File: src/rtl/slot_resolver_pkg.sv
`timescale 1ns/1ps
package slot_resolver_pkg;

    localparam int XLEN     = 32;
    localparam int REG_AW   = 5;
    localparam int OFF_W    = 16;
    localparam int TGT_W    = 26;
    localparam int REGION_W = 4;
    localparam int FPSEL_W  = 3;
    localparam int FP_BIT_BASE = 23;
    localparam int FP_BIT_ALT  = 24;
    localparam logic [REG_AW-1:0] RA_REG = REG_AW'(31);

    // primary opcodes
    localparam logic [5:0] OPC_SPECIAL = 6'd0;
    localparam logic [5:0] OPC_SIGNGRP = 6'd1;
    localparam logic [5:0] OPC_J       = 6'd2;
    localparam logic [5:0] OPC_JAL     = 6'd3;
    localparam logic [5:0] OPC_BEQ     = 6'd4;
    localparam logic [5:0] OPC_BNE     = 6'd5;
    localparam logic [5:0] OPC_BLEZ    = 6'd6;
    localparam logic [5:0] OPC_BGTZ    = 6'd7;
    localparam logic [5:0] OPC_COP1    = 6'd17;
    localparam logic [5:0] OPC_BEQ_LK  = 6'd20;
    localparam logic [5:0] OPC_BNE_LK  = 6'd21;
    localparam logic [5:0] OPC_BLEZ_LK = 6'd22;
    localparam logic [5:0] OPC_BGTZ_LK = 6'd23;

    localparam logic [5:0] FN_JR   = 6'd8;
    localparam logic [5:0] FN_JALR = 6'd9;

    // sign-test group selectors (rt field)
    localparam logic [4:0] SG_LTZ    = 5'd0;
    localparam logic [4:0] SG_GEZ    = 5'd1;
    localparam logic [4:0] SG_LTZ_LK = 5'd2;
    localparam logic [4:0] SG_GEZ_LK = 5'd3;
    localparam logic [4:0] SG_LTZ_AL = 5'd16;
    localparam logic [4:0] SG_GEZ_AL = 5'd17;
    localparam logic [4:0] SG_LTZ_AK = 5'd18;
    localparam logic [4:0] SG_GEZ_AK = 5'd19;

    typedef enum logic [1:0] {
        FLOW_HOLD,
        FLOW_REG,
        FLOW_REGION,
        FLOW_REL
    } flow_e;

    typedef enum logic [2:0] {
        CMP_EQ,
        CMP_NE,
        CMP_LEZ,
        CMP_GTZ,
        CMP_LTZ,
        CMP_GEZ,
        CMP_FPCLR,
        CMP_FPSET
    } cmp_e;

    typedef struct packed {
        flow_e              flow;
        cmp_e               cmp;
        logic               link;
        logic [REG_AW-1:0]  link_idx;
        logic [FPSEL_W-1:0] fp_sel;
        logic [OFF_W-1:0]   off;
        logic [TGT_W-1:0]   tgt;
    } ctl_t;

    typedef enum logic [1:0] {
        ST_IDLE,
        ST_FETCH,
        ST_EXEC
    } state_e;

    function automatic logic [XLEN-1:0] rel_disp(input logic [OFF_W-1:0] imm);
        return {{(XLEN-OFF_W-2){imm[OFF_W-1]}}, imm, 2'b00};
    endfunction

    function automatic logic [4:0] fp_bit_index(input logic [FPSEL_W-1:0] sel);
        if (sel == '0)
            return 5'(FP_BIT_BASE);
        return 5'(FP_BIT_ALT + int'(sel));
    endfunction

endpackage

File: src/rtl/slot_resolver_decode.sv
`timescale 1ns/1ps
module slot_resolver_decode
    import slot_resolver_pkg::*;
(
    input  logic [XLEN-1:0] instr,
    output ctl_t            ctl
);
    logic [5:0]        opc;
    logic [5:0]        fn;
    logic [REG_AW-1:0] rt_f;
    logic [REG_AW-1:0] rd_f;

    assign opc  = instr[31:26];
    assign fn   = instr[5:0];
    assign rt_f = instr[20:16];
    assign rd_f = instr[15:11];

    always_comb begin
        ctl          = '0;
        ctl.flow     = FLOW_HOLD;
        ctl.cmp      = CMP_EQ;
        ctl.link     = 1'b0;
        ctl.link_idx = RA_REG;
        ctl.fp_sel   = rt_f[4:2];
        ctl.off      = instr[OFF_W-1:0];
        ctl.tgt      = instr[TGT_W-1:0];
        case (opc)
            OPC_SPECIAL: begin
                if (fn == FN_JR) begin
                    ctl.flow = FLOW_REG;
                end else if (fn == FN_JALR) begin
                    ctl.flow     = FLOW_REG;
                    ctl.link     = 1'b1;
                    ctl.link_idx = rd_f;
                end
            end
            OPC_SIGNGRP: begin
                case (rt_f)
                    SG_LTZ, SG_LTZ_LK: begin
                        ctl.flow = FLOW_REL;
                        ctl.cmp  = CMP_LTZ;
                    end
                    SG_GEZ, SG_GEZ_LK: begin
                        ctl.flow = FLOW_REL;
                        ctl.cmp  = CMP_GEZ;
                    end
                    SG_LTZ_AL, SG_LTZ_AK: begin
                        ctl.flow = FLOW_REL;
                        ctl.cmp  = CMP_LTZ;
                        ctl.link = 1'b1;
                    end
                    SG_GEZ_AL, SG_GEZ_AK: begin
                        ctl.flow = FLOW_REL;
                        ctl.cmp  = CMP_GEZ;
                        ctl.link = 1'b1;
                    end
                    default: ctl.flow = FLOW_HOLD;
                endcase
            end
            OPC_J: ctl.flow = FLOW_REGION;
            OPC_JAL: begin
                ctl.flow = FLOW_REGION;
                ctl.link = 1'b1;
            end
            OPC_BEQ, OPC_BEQ_LK: begin
                ctl.flow = FLOW_REL;
                ctl.cmp  = CMP_EQ;
            end
            OPC_BNE, OPC_BNE_LK: begin
                ctl.flow = FLOW_REL;
                ctl.cmp  = CMP_NE;
            end
            OPC_BLEZ, OPC_BLEZ_LK: begin
                ctl.flow = FLOW_REL;
                ctl.cmp  = CMP_LEZ;
            end
            OPC_BGTZ, OPC_BGTZ_LK: begin
                ctl.flow = FLOW_REL;
                ctl.cmp  = CMP_GTZ;
            end
            OPC_COP1: begin
                ctl.flow = FLOW_REL;
                ctl.cmp  = rt_f[0] ? CMP_FPSET : CMP_FPCLR;
            end
            default: ctl.flow = FLOW_HOLD;
        endcase
    end
endmodule

File: src/rtl/slot_resolver_cond.sv
`timescale 1ns/1ps
module slot_resolver_cond
    import slot_resolver_pkg::*;
(
    input  ctl_t            ctl,
    input  logic [XLEN-1:0] opa,
    input  logic [XLEN-1:0] opb,
    input  logic [XLEN-1:0] fcsr,
    output logic            taken
);
    logic [4:0] fbit;
    logic       fval;
    logic       a_neg;
    logic       a_zero;

    assign fbit   = fp_bit_index(ctl.fp_sel);
    assign fval   = fcsr[fbit];
    assign a_neg  = opa[XLEN-1];
    assign a_zero = (opa == '0);

    always_comb begin
        case (ctl.cmp)
            CMP_EQ:    taken = (opa == opb);
            CMP_NE:    taken = (opa != opb);
            CMP_LEZ:   taken = a_neg || a_zero;
            CMP_GTZ:   taken = !a_neg && !a_zero;
            CMP_LTZ:   taken = a_neg;
            CMP_GEZ:   taken = !a_neg;
            CMP_FPCLR: taken = !fval;
            CMP_FPSET: taken = fval;
            default:   taken = 1'b0;
        endcase
    end
endmodule

File: src/rtl/slot_resolver_target.sv
`timescale 1ns/1ps
module slot_resolver_target
    import slot_resolver_pkg::*;
(
    input  ctl_t            ctl,
    input  logic [XLEN-1:0] pc,
    input  logic [XLEN-1:0] rs_val,
    input  logic            taken,
    output logic [XLEN-1:0] next_pc,
    output logic [XLEN-1:0] ret_pc
);
    logic [XLEN-1:0] seq_pc;
    logic [XLEN-1:0] br_pc;
    logic [XLEN-1:0] region_pc;

    assign seq_pc    = pc + XLEN'(4);
    assign ret_pc    = pc + XLEN'(8);
    assign br_pc     = seq_pc + rel_disp(ctl.off);
    assign region_pc = {seq_pc[XLEN-1 -: REGION_W], ctl.tgt, 2'b00};

    always_comb begin
        case (ctl.flow)
            FLOW_REG:    next_pc = rs_val;
            FLOW_REGION: next_pc = region_pc;
            FLOW_REL:    next_pc = taken ? br_pc : ret_pc;
            default:     next_pc = pc;
        endcase
    end
endmodule

File: src/rtl/slot_resolver.sv
`timescale 1ns/1ps
module slot_resolver
    import slot_resolver_pkg::*;
(
    input  logic              clk,
    input  logic              rst,
    input  logic              start,
    input  logic [XLEN-1:0]   epc_in,
    input  logic [XLEN-1:0]   fcsr_in,
    output logic              mem_req,
    output logic [XLEN-1:0]   mem_addr,
    input  logic              mem_rvalid,
    input  logic [XLEN-1:0]   mem_rdata,
    input  logic              mem_err,
    output logic [REG_AW-1:0] rf_raddr_a,
    input  logic [XLEN-1:0]   rf_rdata_a,
    output logic [REG_AW-1:0] rf_raddr_b,
    input  logic [XLEN-1:0]   rf_rdata_b,
    output logic              done,
    output logic [XLEN-1:0]   new_epc,
    output logic              link_we,
    output logic [REG_AW-1:0] link_idx,
    output logic [XLEN-1:0]   link_data,
    output logic              align_fault,
    output logic              fetch_fault
);
    localparam int NPORT = 2;

    state_e            state_q;
    logic [XLEN-1:0]   epc_q;
    logic [XLEN-1:0]   instr_q;
    logic              done_q;
    logic              afault_q;
    logic              ffault_q;
    logic              lwe_q;
    logic [REG_AW-1:0] lidx_q;
    logic [XLEN-1:0]   ldata_q;
    logic [XLEN-1:0]   nepc_q;

    logic              accept_w;
    logic              misaligned_w;
    ctl_t              ctl_w;
    logic              taken_w;
    logic [XLEN-1:0]   next_pc_w;
    logic [XLEN-1:0]   ret_pc_w;

    logic [NPORT-1:0][REG_AW-1:0] ra_w;
    logic [NPORT-1:0][XLEN-1:0]   raw_w;
    logic [NPORT-1:0][XLEN-1:0]   opnd_w;

    assign accept_w     = (state_q == ST_IDLE) && start;
    assign misaligned_w = |epc_in[1:0];

    assign ra_w[0]  = instr_q[25:21];
    assign ra_w[1]  = instr_q[20:16];
    assign raw_w[0] = rf_rdata_a;
    assign raw_w[1] = rf_rdata_b;

    // index 0 is hard-wired to zero on every read port
    for (genvar p = 0; p < NPORT; p++) begin : g_port
        assign opnd_w[p] = (ra_w[p] == '0) ? '0 : raw_w[p];
    end

    assign rf_raddr_a = ra_w[0];
    assign rf_raddr_b = ra_w[1];

    slot_resolver_decode u_dec (
        .instr (instr_q),
        .ctl   (ctl_w)
    );

    slot_resolver_cond u_cond (
        .ctl   (ctl_w),
        .opa   (opnd_w[0]),
        .opb   (opnd_w[1]),
        .fcsr  (fcsr_in),
        .taken (taken_w)
    );

    slot_resolver_target u_tgt (
        .ctl     (ctl_w),
        .pc      (epc_q),
        .rs_val  (opnd_w[0]),
        .taken   (taken_w),
        .next_pc (next_pc_w),
        .ret_pc  (ret_pc_w)
    );

    always_ff @(posedge clk) begin
        if (rst) begin
            state_q  <= ST_IDLE;
            epc_q    <= '0;
            instr_q  <= '0;
            done_q   <= 1'b0;
            afault_q <= 1'b0;
            ffault_q <= 1'b0;
            lwe_q    <= 1'b0;
            lidx_q   <= '0;
            ldata_q  <= '0;
            nepc_q   <= '0;
        end else begin
            done_q   <= 1'b0;
            afault_q <= 1'b0;
            ffault_q <= 1'b0;
            lwe_q    <= 1'b0;
            case (state_q)
                ST_IDLE: begin
                    if (accept_w) begin
                        epc_q <= epc_in;
                        if (misaligned_w) begin
                            done_q   <= 1'b1;
                            afault_q <= 1'b1;
                            nepc_q   <= epc_in;
                        end else begin
                            state_q <= ST_FETCH;
                        end
                    end
                end
                ST_FETCH: begin
                    if (mem_rvalid) begin
                        if (mem_err) begin
                            done_q   <= 1'b1;
                            ffault_q <= 1'b1;
                            nepc_q   <= epc_q;
                            state_q  <= ST_IDLE;
                        end else begin
                            instr_q <= mem_rdata;
                            state_q <= ST_EXEC;
                        end
                    end
                end
                ST_EXEC: begin
                    nepc_q  <= next_pc_w;
                    lwe_q   <= ctl_w.link && (ctl_w.link_idx != '0);
                    lidx_q  <= ctl_w.link_idx;
                    ldata_q <= ret_pc_w;
                    done_q  <= 1'b1;
                    state_q <= ST_IDLE;
                end
                default: state_q <= ST_IDLE;
            endcase
        end
    end

    assign mem_req     = (state_q == ST_FETCH);
    assign mem_addr    = epc_q;
    assign done        = done_q;
    assign new_epc     = nepc_q;
    assign link_we     = lwe_q;
    assign link_idx    = lidx_q;
    assign link_data   = ldata_q;
    assign align_fault = afault_q;
    assign fetch_fault = ffault_q;

endmodule

File: config.mk
export PLATFORM = sky130hd
export DESIGN_NAME = slot_resolver
export DESIGN_NICKNAME = d
export VERILOG_FILES = /design/src/rtl/slot_resolver_pkg.sv /design/src/rtl/slot_resolver_decode.sv /design/src/rtl/slot_resolver_cond.sv /design/src/rtl/slot_resolver_target.sv /design/src/rtl/slot_resolver.sv
export SDC_FILE = /design/constraint.sdc
export NUM_CORES = 1
export LEC_CHECK = 0
export BUFFER_PORTS_ARGS = -buffer_cell sky130_fd_sc_hd__buf_2
export CAP_MARGIN = 40
export CORE_MARGIN = 3
export CORE_UTILIZATION = 36
export CTS_CLUSTER_SIZE = 40
export DETAILED_ROUTE_END_ITERATION = 10
export GPL_TIMING_DRIVEN = 0
export PLACE_DENSITY = 0.54
export SLEW_MARGIN = 30
export SYNTH_ARGS = -nofsm -noshare
export SYNTH_HDL_FRONTEND = slang
export SYNTH_SLANG_ARGS = --single-unit
File: constraint.sdc
create_clock -name clk -period 6.6 [get_ports clk]
set_input_delay 1.32 -clock clk [delete_from_list [all_inputs] [get_ports clk]]
set_output_delay 1.32 -clock clk [all_outputs]
set_load 0.05 [all_outputs]
==> results of run 1 <==
## final timing paths
path,startpoint,endpoint,slack [ns],depth (start not counted)
max,mem_addr[4],new_epc[31],1.31,17
min,link_data[3],link_data[3],0.48,2
max reg2reg,mem_addr[4],new_epc[31],1.31,17
min reg2reg,link_data[3],link_data[3],0.48,2
## critical path: cells and delay by family (launching register included)
family / cells / cell delay [ns]
xor gates and xnor gates: 1 / 0.18
DFF: 1 / 0.57
AOI/OAI and AO/OA: 5 / 1.47
buffers and inverters: 1 / 0.30
adders and majority gates: 2 / 0.58
and+or+nand+nor: 8 / 2.09
## metrics by stage
step                      instances  worst slack (ns)  util [%]
after floorplan                1427             2.204         -
after global placement         2061             1.483     43.26
after detailed placement       2063             1.516     43.37
after CTS                      2095             1.462     45.42
after global routing           2097             1.034     45.50
final                          2097             1.313     45.50
## synth_stat cells (5+ instances only)
library cell / n / area [sq um]
a32oi_1: 10 / 87.58
nor4bb_1: 7 / 70.07
a21boi_0: 6 / 45.04
nand2b_1: 8 / 50.05
buf_1: 8 / 30.03
nand2_1: 231 / 867.1
nand3_1: 33 / 165.2
or3_1: 10 / 62.56
nand3b_1: 15 / 112.6
o21a_1: 11 / 82.58
mux2_2: 12 / 135.1
a2111oi_0: 6 / 52.55
a31o_2: 8 / 70.07
nor2b_1: 16 / 100.1
ha_1: 41 / 513.0
o22ai_1: 32 / 200.2
mux2i_1: 24 / 240.2
a21oi_1: 144 / 720.7
buf_4: 14 / 105.1
and2_1: 5 / 31.28
a211oi_1: 32 / 240.2
o221ai_1: 5 / 43.79
o21ai_0: 58 / 290.3
dfxtp_1: 139 / 2783
nor2_1: 117 / 439.2
a31oi_1: 9 / 56.30
a21o_1: 13 / 97.59
nand4_1: 12 / 75.07
o31a_1: 14 / 122.6
clkbuf_1: 92 / 345.3
xor2_1: 35 / 306.5
nor3_1: 61 / 305.3
and3_1: 10 / 62.56
inv_1: 28 / 105.1
nor4_1: 20 / 125.1
xnor2_1: 57 / 499.2
or2_2: 6 / 37.54
a221o_1: 5 / 50.05
o21bai_1: 6 / 45.04
## cells by family (layout without fill, tap and decap cells)
family,Yosys count,after routing
flip-flops,139,139
AND/OR/NAND/NOR,569,569
buffers and inverters,150,442
AO/OA/AOI/OAI,397,397
XOR/XNOR,92,92
multiplexers,38,38
adder cells (fa/ha/maj),42,42
## final cells by class
cell class | instances | area [sq um] | area share (%)
multi-input combinational | 1138 | 7002 | 54.64
buffer | 122 | 546.8 | 4.267
clock buffer | 17 | 425.4 | 3.320
tap | 378 | 473.0 | 3.691
inverter | 28 | 105.1 | 0.8202
sequential | 139 | 2784 | 21.72
timing repair buffer | 260 | 1326 | 10.35
clock inverter | 15 | 152.6 | 1.191
## layer usage
layer | wire [um] | share of wire (%) | track usage, %
met3 | 4421 | 8.9 | 5.613
met2 | 22220 | 45 | 48.72
met1 | 21590 | 43 | 43.29
met5 | 0 | 0 | 0
met4 | 1566 | 3.1 | 10.46
## power groups by stage
stage / clock, mW / sequential (mW) / combinational [mW]
floorplan: 0 / 1.02 / 0.387
global placement: 0 / 0.926 / 0.759
detailed placement: 0 / 0.926 / 0.759
CTS: 1.01 / 0.907 / 0.763
global route: 1.05 / 0.911 / 0.821
finish: 1.00 / 0.908 / 0.780
## registers in the layout, summed over array words and instances, names as in the netlist
register     flops
instr_q         32
fetch_fault      1
new_epc         32
link_idx         5
link_we          1
link_data       32
align_fault      1
mem_addr        32
state_q          2
done             1
==> results.cfg, run 1 <==
[layout]
final_cell_mix = buf_2, nand2_1, a21oi_1
diodes = 0
syn_to_final_growth_pct = 22.88
filler_cell_count = 3022
drive_gt1_share_pct = 20.42
final_common_cell = buf_2
postLayoutCellArea_sq_um = 12810
fin_nets = 1913

[synthesis]
synth.cell_area_sq_um = 10430
synth-simple-area-share_pct = 25.59
muxShareOfSynthArea_pct = 4.031
ys_seq_area_share_pct = 26.68
synth_compound_area_share_pct = 24.62
ys_ff_latch = 139
yosys_warnings = 0
netlist_instances = 1427
ys.flop_type = dfxtp_1
syn_nets = 1634
synth-xor-area-share_pct = 7.726
synth.distinct_cells = 74
synth_edf_count = 0
avgSynthCellArea_sq_um = 7.308
synth-adder-area-share_pct = 5.111
async_flop_share_pct = 0
synth_top_family_by_area = simple AND/OR/NAND/NOR gates

[sta]
rsz0062_at_grt = no
final-setup-viol-count = 0
worst_slew_pin_slew_ns = 0.9172
relSlewSlack_pct = 38.86
drv_slew = 0
hold_viol_final = 0
fmax_mhz = 189.1
fin_setup_tns_ns = 0
final.min_clock_period_ns = 5.287
skew_ns = 0.01823
post-route-period-util_pct = 80.11
holdWs_ns = 0.4780

[critical_path]
critPathSlowestCell = nor4_4
end_kind = register
start_kind = register
path_cells = ha_1 > nand3_1 > nor4_4 > and3_1 > clkbuf_1 > nand3_1 > xnor2_1 > ha_1 > a21o_1 > a21oi_1 > nand2_1 > a211oi_1 > nor3_1 > nor3_1 > nor4_1 > o31a_1 > o41ai_2
crit_arrival_ns = 5.63
critPathKind = register to register
worstPathRequired_ns = 6.94
cp_max_fo = 9
slowest_delay_ns = 0.65

[min_path]
hp-class = register to register

[floorplanning]
chipHeight_um = 176.2
dieWidth_um = 176.2
core.rowCount = 61
io_pins = 281
die_area_sq_um = 31050
start_util_pct = 37.03
fp.coreArea_sq_um = 28160

[clocking]
h-tree-depth = 4
cts_buffers = 17
holdBufCountCts = 0
cts_setup_buffers = 0
path_clk_slew_ns = 0.08
cts.sinks = 139
clk_latency_ns = 0.45
cts-resized-gates = 0
root_buffer = clkbuf_16
clock_path_buffers = 2
cts_tree = yes

[pwr]
p_sw_mw = 1.036
p_leak_nw = 5.279
p_int_mw = 1.656
vdd_drop_max_mv = 0.1651
fin_total_pwr_mw = 2.692
power_frac_clock_pct = 37.3
p_sw_share_pct = 38.48
power_frac_comb_pct = 29.0
power_frac_seq_pct = 33.7
p_per_area_nw_per_um2 = 210.1

[flow_run]
drv_cap = 0

[detailed_routing]
drt_first_pass_iters = 5
routed_wl_mm = 49.80
post_drt_wl_per_cell_um = 23.75
first_iter_violations = 1308
drtAntennaViolNets = 0
drc = 0
dr_total_vias = 12280
avgViaCountPerCell = 5.854

[global_routing]
grt_pass1_vias = 11420
gr-usage-all-layers_pct = 31.15
antenna_found_initial = 0
grt_first_pass_wirelength_mm = 72.80
gr-total-overflow = 0
grt_max_degree = 22

[placed_design]
portBuffers = 256
placed_cell_area_sq_um = 12210
place_congestion = 0.9948
dpl.hpwl_mm = 38.79

[status]
status = complete, no violations
Note: power is estimated with default switching activity, not from simulation.
==> run 2, diff against run 1 <==
--- a/config.mk
+++ b/config.mk
@@ -12,7 +12,7 @@
 export CTS_CLUSTER_SIZE = 40
 export DETAILED_ROUTE_END_ITERATION = 10
 export GPL_TIMING_DRIVEN = 0
-export PLACE_DENSITY = 0.54
+export PLACE_DENSITY = 0.57
 export SLEW_MARGIN = 30
 export SYNTH_ARGS = -nofsm -noshare
 export SYNTH_HDL_FRONTEND = slang
==> constraint.sdc (replaced) <==
create_clock -name clk -period 4.7 [get_ports clk]
set_input_delay 0.94 -clock clk [delete_from_list [all_inputs] [get_ports clk]]
set_output_delay 0.94 -clock clk [all_outputs]
set_load 0.05 [all_outputs]
==> run 2 against run 1 <==
Via count fell by 0.15%. Wire length fell by 3.1%. First-iteration DRC count rose by 1.9%. Sequential cell count did not move.
==> results.cfg, run 2 (synthesis gave the netlist of run 1 again) <==
[placed_design]
dp_cells = 2063
placed_cell_area_sq_um = 12210
portBuffers = 256
dpl.hpwl_mm = 37.64
place_congestion = 0.9654

[clocking]
clk_latency_ns = 0.44
cts_buffers = 17
cts_tree = yes
cts.sinks = 139
root_buffer = clkbuf_16
h-tree-depth = 4
path_clk_slew_ns = 0.08
clock_path_buffers = 2

[layout]
final_common_cell = buf_2
utilization_pct = 45.65
filler_cell_count = 2976
drive_gt1_share_pct = 21.10
multi_input_area_sq_um = 7032
postLayoutCellArea_sq_um = 12860
final_cell_mix = buf_2, nand2_1, a21oi_1
ff_latch_area_sq_um = 2786
final_cells = 2095
syn_to_final_growth_pct = 23.29
fin_nets = 1910

[pwr]
p_per_area_nw_per_um2 = 295.7
p_leak_nw = 5.297
power_frac_clock_pct = 37.8
p_sw_mw = 1.467
fin_total_pwr_mw = 3.802
vdd_drop_max_mv = 0.2465
power_frac_seq_pct = 33.6
power_frac_comb_pct = 28.5
p_int_mw = 2.335
p_sw_share_pct = 38.58

[sta]
fin_setup_tns_ns = 0
skew_ns = 0.01575
drv_slew = 0
final-setup-viol-count = 0
relSlewSlack_pct = 35.85
rsz0062_at_grt = yes
hold_viol_final = 0
final.min_clock_period_ns = 4.492
fmax_mhz = 222.6
post-route-period-util_pct = 95.58
worst_slew_pin_slew_ns = 0.9622

[critical_path]
worstPathRequired_ns = 5.02
start_kind = register
crit_arrival_ns = 4.81
end_kind = register
cp_max_fo = 9
critPathKind = register to register

[detailed_routing]
drc = 0
post_drt_wl_per_cell_um = 23.02
drt_first_pass_iters = 7
wl_met1_mm = 20.92
routed_wl_mm = 48.24
avgViaCountPerCell = 5.851
met3_length_mm = 4.480
drtAntennaViolNets = 0
wl_met2_mm = 21.09
first_iter_violations = 1333
top_layer_used = met4
dr_total_vias = 12260

[global_routing]
antenna_found_initial = 1
grt_pass1_vias = 11250
gr-usage-all-layers_pct = 30.05
grt_first_pass_wirelength_mm = 70.52
grt_max_degree = 22
gr-total-overflow = 0

[floorplanning]
die_area_sq_um = 31050
core.rowCount = 61
fp.coreArea_sq_um = 28160
io_pins = 281
dieWidth_um = 176.2
chipHeight_um = 176.2
start_util_pct = 37.03

[flow_run]
drv_cap = 0

[status]
status = complete, no violations

[min_path]
hp-class = register to register
[run 2: area by class of cell]
type                       count  share of cell area, %
buffer                       118                  4.165
antenna                        1                0.01946
clock inverter                15                  1.323
multi-input combinational   1138                  54.69
inverter                      28                 0.8174
timing repair buffer         261                  10.33
tap                          378                  3.678
sequential                   139                  21.67
clock buffer                  17                  3.309
[run 2: metrics by stage]
step / worst slack (ns) / hold slack [ns]
after floorplan: 0.3036 / 0.4505
after global placement: -0.3837 / 0.4644
after detailed placement: -0.3499 / 0.4673
after CTS: 0.02249 / 0.4754
after global routing: -0.01834 / 0.5063
final: 0.2079 / 0.4792
[run 2: final timing paths]
check | from | to | slack (ns) | cells after the start
min reg2reg | instr_q[0] | instr_q[0] | 0.48 | 2
max | mem_addr[4] | new_epc[28] | 0.21 | 16
min | instr_q[0] | instr_q[0] | 0.48 | 2
max reg2reg | mem_addr[4] | new_epc[28] | 0.21 | 16
[run 2: critical path: stages (launching register included)]
cell	delay [ns]
dfxtp_2	0.46
ha_1	0.28
nand3_2	0.20
nor4_4	0.46
buf_4	0.20
nand4_1	0.12
xnor2_1	0.17
ha_1	0.39
nand4_1	0.13
or2_2	0.31
o22a_1	0.20
o211ai_1	0.19
nand3_1	0.29
a211oi_2	0.33
nor3_1	0.09
xnor2_1	0.18
a311o_1	0.36
[run 2: layer usage]
layer	GRT usage [%]	vias to the layer above
li1	-	5670
met1	41.39	5841
met2	46.95	642
met3	6.172	105
met4	9.898	0
met5	0	-
[run 2: repair_timing]
action	4_1_cts	5_1_grt
pin swaps	1	2
endpoints found under the setup margin	4	9
gates resized for setup	5	13
hold buffers	0	0
setup buffers	0	2
[run 2: power groups by stage]
stage	Sequential, mW	Combinational [mW]	Clock [mW]
final	1.28	1.08	1.44
after global routing	1.28	1.14	1.49
after CTS	1.27	1.06	1.44
after detailed placement	1.30	1.06	0
after global placement	1.30	1.06	0
after floorplan	1.43	0.543	0
==> run 3, diff against run 2 <==
--- a/config.mk
+++ b/config.mk
@@ -12,7 +12,6 @@
 export CTS_CLUSTER_SIZE = 40
 export DETAILED_ROUTE_END_ITERATION = 10
 export GPL_TIMING_DRIVEN = 0
-export PLACE_DENSITY = 0.57
 export SLEW_MARGIN = 30
 export SYNTH_ARGS = -nofsm -noshare
 export SYNTH_HDL_FRONTEND = slang
==> run 3 against run 2 <==
Clock power barely moved. Combinational power about the same. Power shrank 0.32%. Global-route usage is essentially flat. Wire length decreased by 0.12%. Clock-buffer cell count unchanged. Non-clock buffer count up 4. Critical endpoint unchanged. Largest cell class unchanged.
==> results.cfg, run 3 (synthesis gave the netlist of run 1 again) <==
[status]
status = complete, no violations

[placed_design]
dpl.hpwl_mm = 37.47
placed_cell_area_sq_um = 12210
place_congestion = 1.003
pre_cts_ws_ns = -0.2991
portBuffers = 256

[critical_path]
worstPathRequired_ns = 5.05
critPathKind = register to register
crit_arrival_ns = 4.79
end_kind = register
reg2reg_depth = 16
start_kind = register
cp_max_fo = 8

[sta]
holdWs_ns = 0.4835
finalWorstSetupSlack_ns = 0.2518
final-setup-viol-count = 0
worst_slew_pin_slew_ns = 0.9123
relSlewSlack_pct = 39.18
fmax_mhz = 224.8
post-route-period-util_pct = 94.64
drv_slew = 0
fin_setup_tns_ns = 0
hold_viol_final = 0
rsz0062_at_grt = no
skew_ns = 0.02510
final.min_clock_period_ns = 4.448

[floorplanning]
chipHeight_um = 176.2
dieWidth_um = 176.2
io_pins = 281
die_area_sq_um = 31050
fp.coreArea_sq_um = 28160
start_util_pct = 37.03
core.rowCount = 61

[detailed_routing]
avgViaCountPerCell = 5.867
routed_wl_mm = 48.18
drt_first_pass_iters = 7
dr_total_vias = 12320
post_drt_wl_per_cell_um = 22.95
first_iter_violations = 1453
drtAntennaViolNets = 0
drc = 0

[clocking]
cts_tree = yes
path_clk_slew_ns = 0.08
root_buffer = clkbuf_16
clk_latency_ns = 0.46
clock_path_buffers = 2
h-tree-depth = 4
cts_buffers = 17
cts.sinks = 139

[global_routing]
antenna_found_initial = 2
grt_first_pass_wirelength_mm = 70.35
grt_pass1_vias = 11540
gr-total-overflow = 0
gr-usage-all-layers_pct = 30.00
grt_max_degree = 22

[layout]
final_cell_mix = buf_2, nand2_1, a21oi_1
fin_nets = 1914
multi_input_area_sq_um = 7067
postLayoutCellArea_sq_um = 12900
filler_cell_count = 2914
ff_latch_area_sq_um = 2785
drive_gt1_share_pct = 21.28
syn_to_final_growth_pct = 23.71
final_common_cell = buf_2

[pwr]
p_leak_nw = 5.321
fin_total_pwr_mw = 3.790
vdd_drop_max_mv = 0.2345
p_per_area_nw_per_um2 = 293.8

[min_path]
hold_depth = 2
hp-class = register to register

[flow_run]
drv_cap = 0
run 3: stage by stage:
step	cells	utilization, %
floorplan	1427	-
CTS	2097	45.53
detailed placement	2064	43.36
global route	2099	45.81
finish	2099	45.81
global placement	2061	43.26
run 3: path summary, 6_finish.rpt:
path                         to  slack (ns)          start
setup / recovery    new_epc[28]        0.25    mem_addr[8]
hold / removal    link_data[14]        0.48  link_data[14]
setup reg to reg    new_epc[28]        0.25    mem_addr[8]
hold reg to reg   link_data[14]        0.48  link_data[14]
run 3: metal layers:
metal | share of wire (%) | vias to the layer above | GRT usage, % | routed length, um
li1 | - | 5680 | - | -
met5 | 0.027 | - | 0 | 13
met3 | 11 | 115 | 7.720 | 5153
met1 | 42 | 5803 | 40.07 | 20210
met4 | 4.5 | 2 | 13.00 | 2157
met2 | 43 | 715 | 45.71 | 20640
run 3: timing repair:
action,4_1_cts,5_1_grt
hold buffers,0,0
setup endpoints to repair,5,10
gates resized for setup,3,20
cloned,0,0
pin swaps,1,1
buffers inserted,1,1
run 3: power by group:
part           switching (mW)  internal [mW]
Clock                   0.708          0.721
Combinational           0.737          0.347
Sequential             0.0511           1.23
Total                    1.50           2.29
run 3: critical path, stage by stage, from the launching register on:
cell and delay [ns]:
dfxtp_1 0.33, clkbuf_1 0.38, nand2_1 0.26, nor4_4 0.38
buf_4 0.21, nand4_1 0.12, xnor2_1 0.16, ha_1 0.43
nand4_1 0.15, or2_2 0.32, o22a_1 0.20, o211ai_1 0.20
nand3_2 0.22, a211oi_2 0.32, nor3_1 0.10, xnor2_1 0.18
a311o_1 0.38
run 3: cell type report:
class	count	area share, %
buffer	121	4.238
clock inverter	15	1.290
clock buffer	17	3.297
multi-input combinational	1138	54.78
timing repair buffer	262	10.31
antenna	1	0.01940
sequential	139	21.59
tap	378	3.666
inverter	28	0.8147
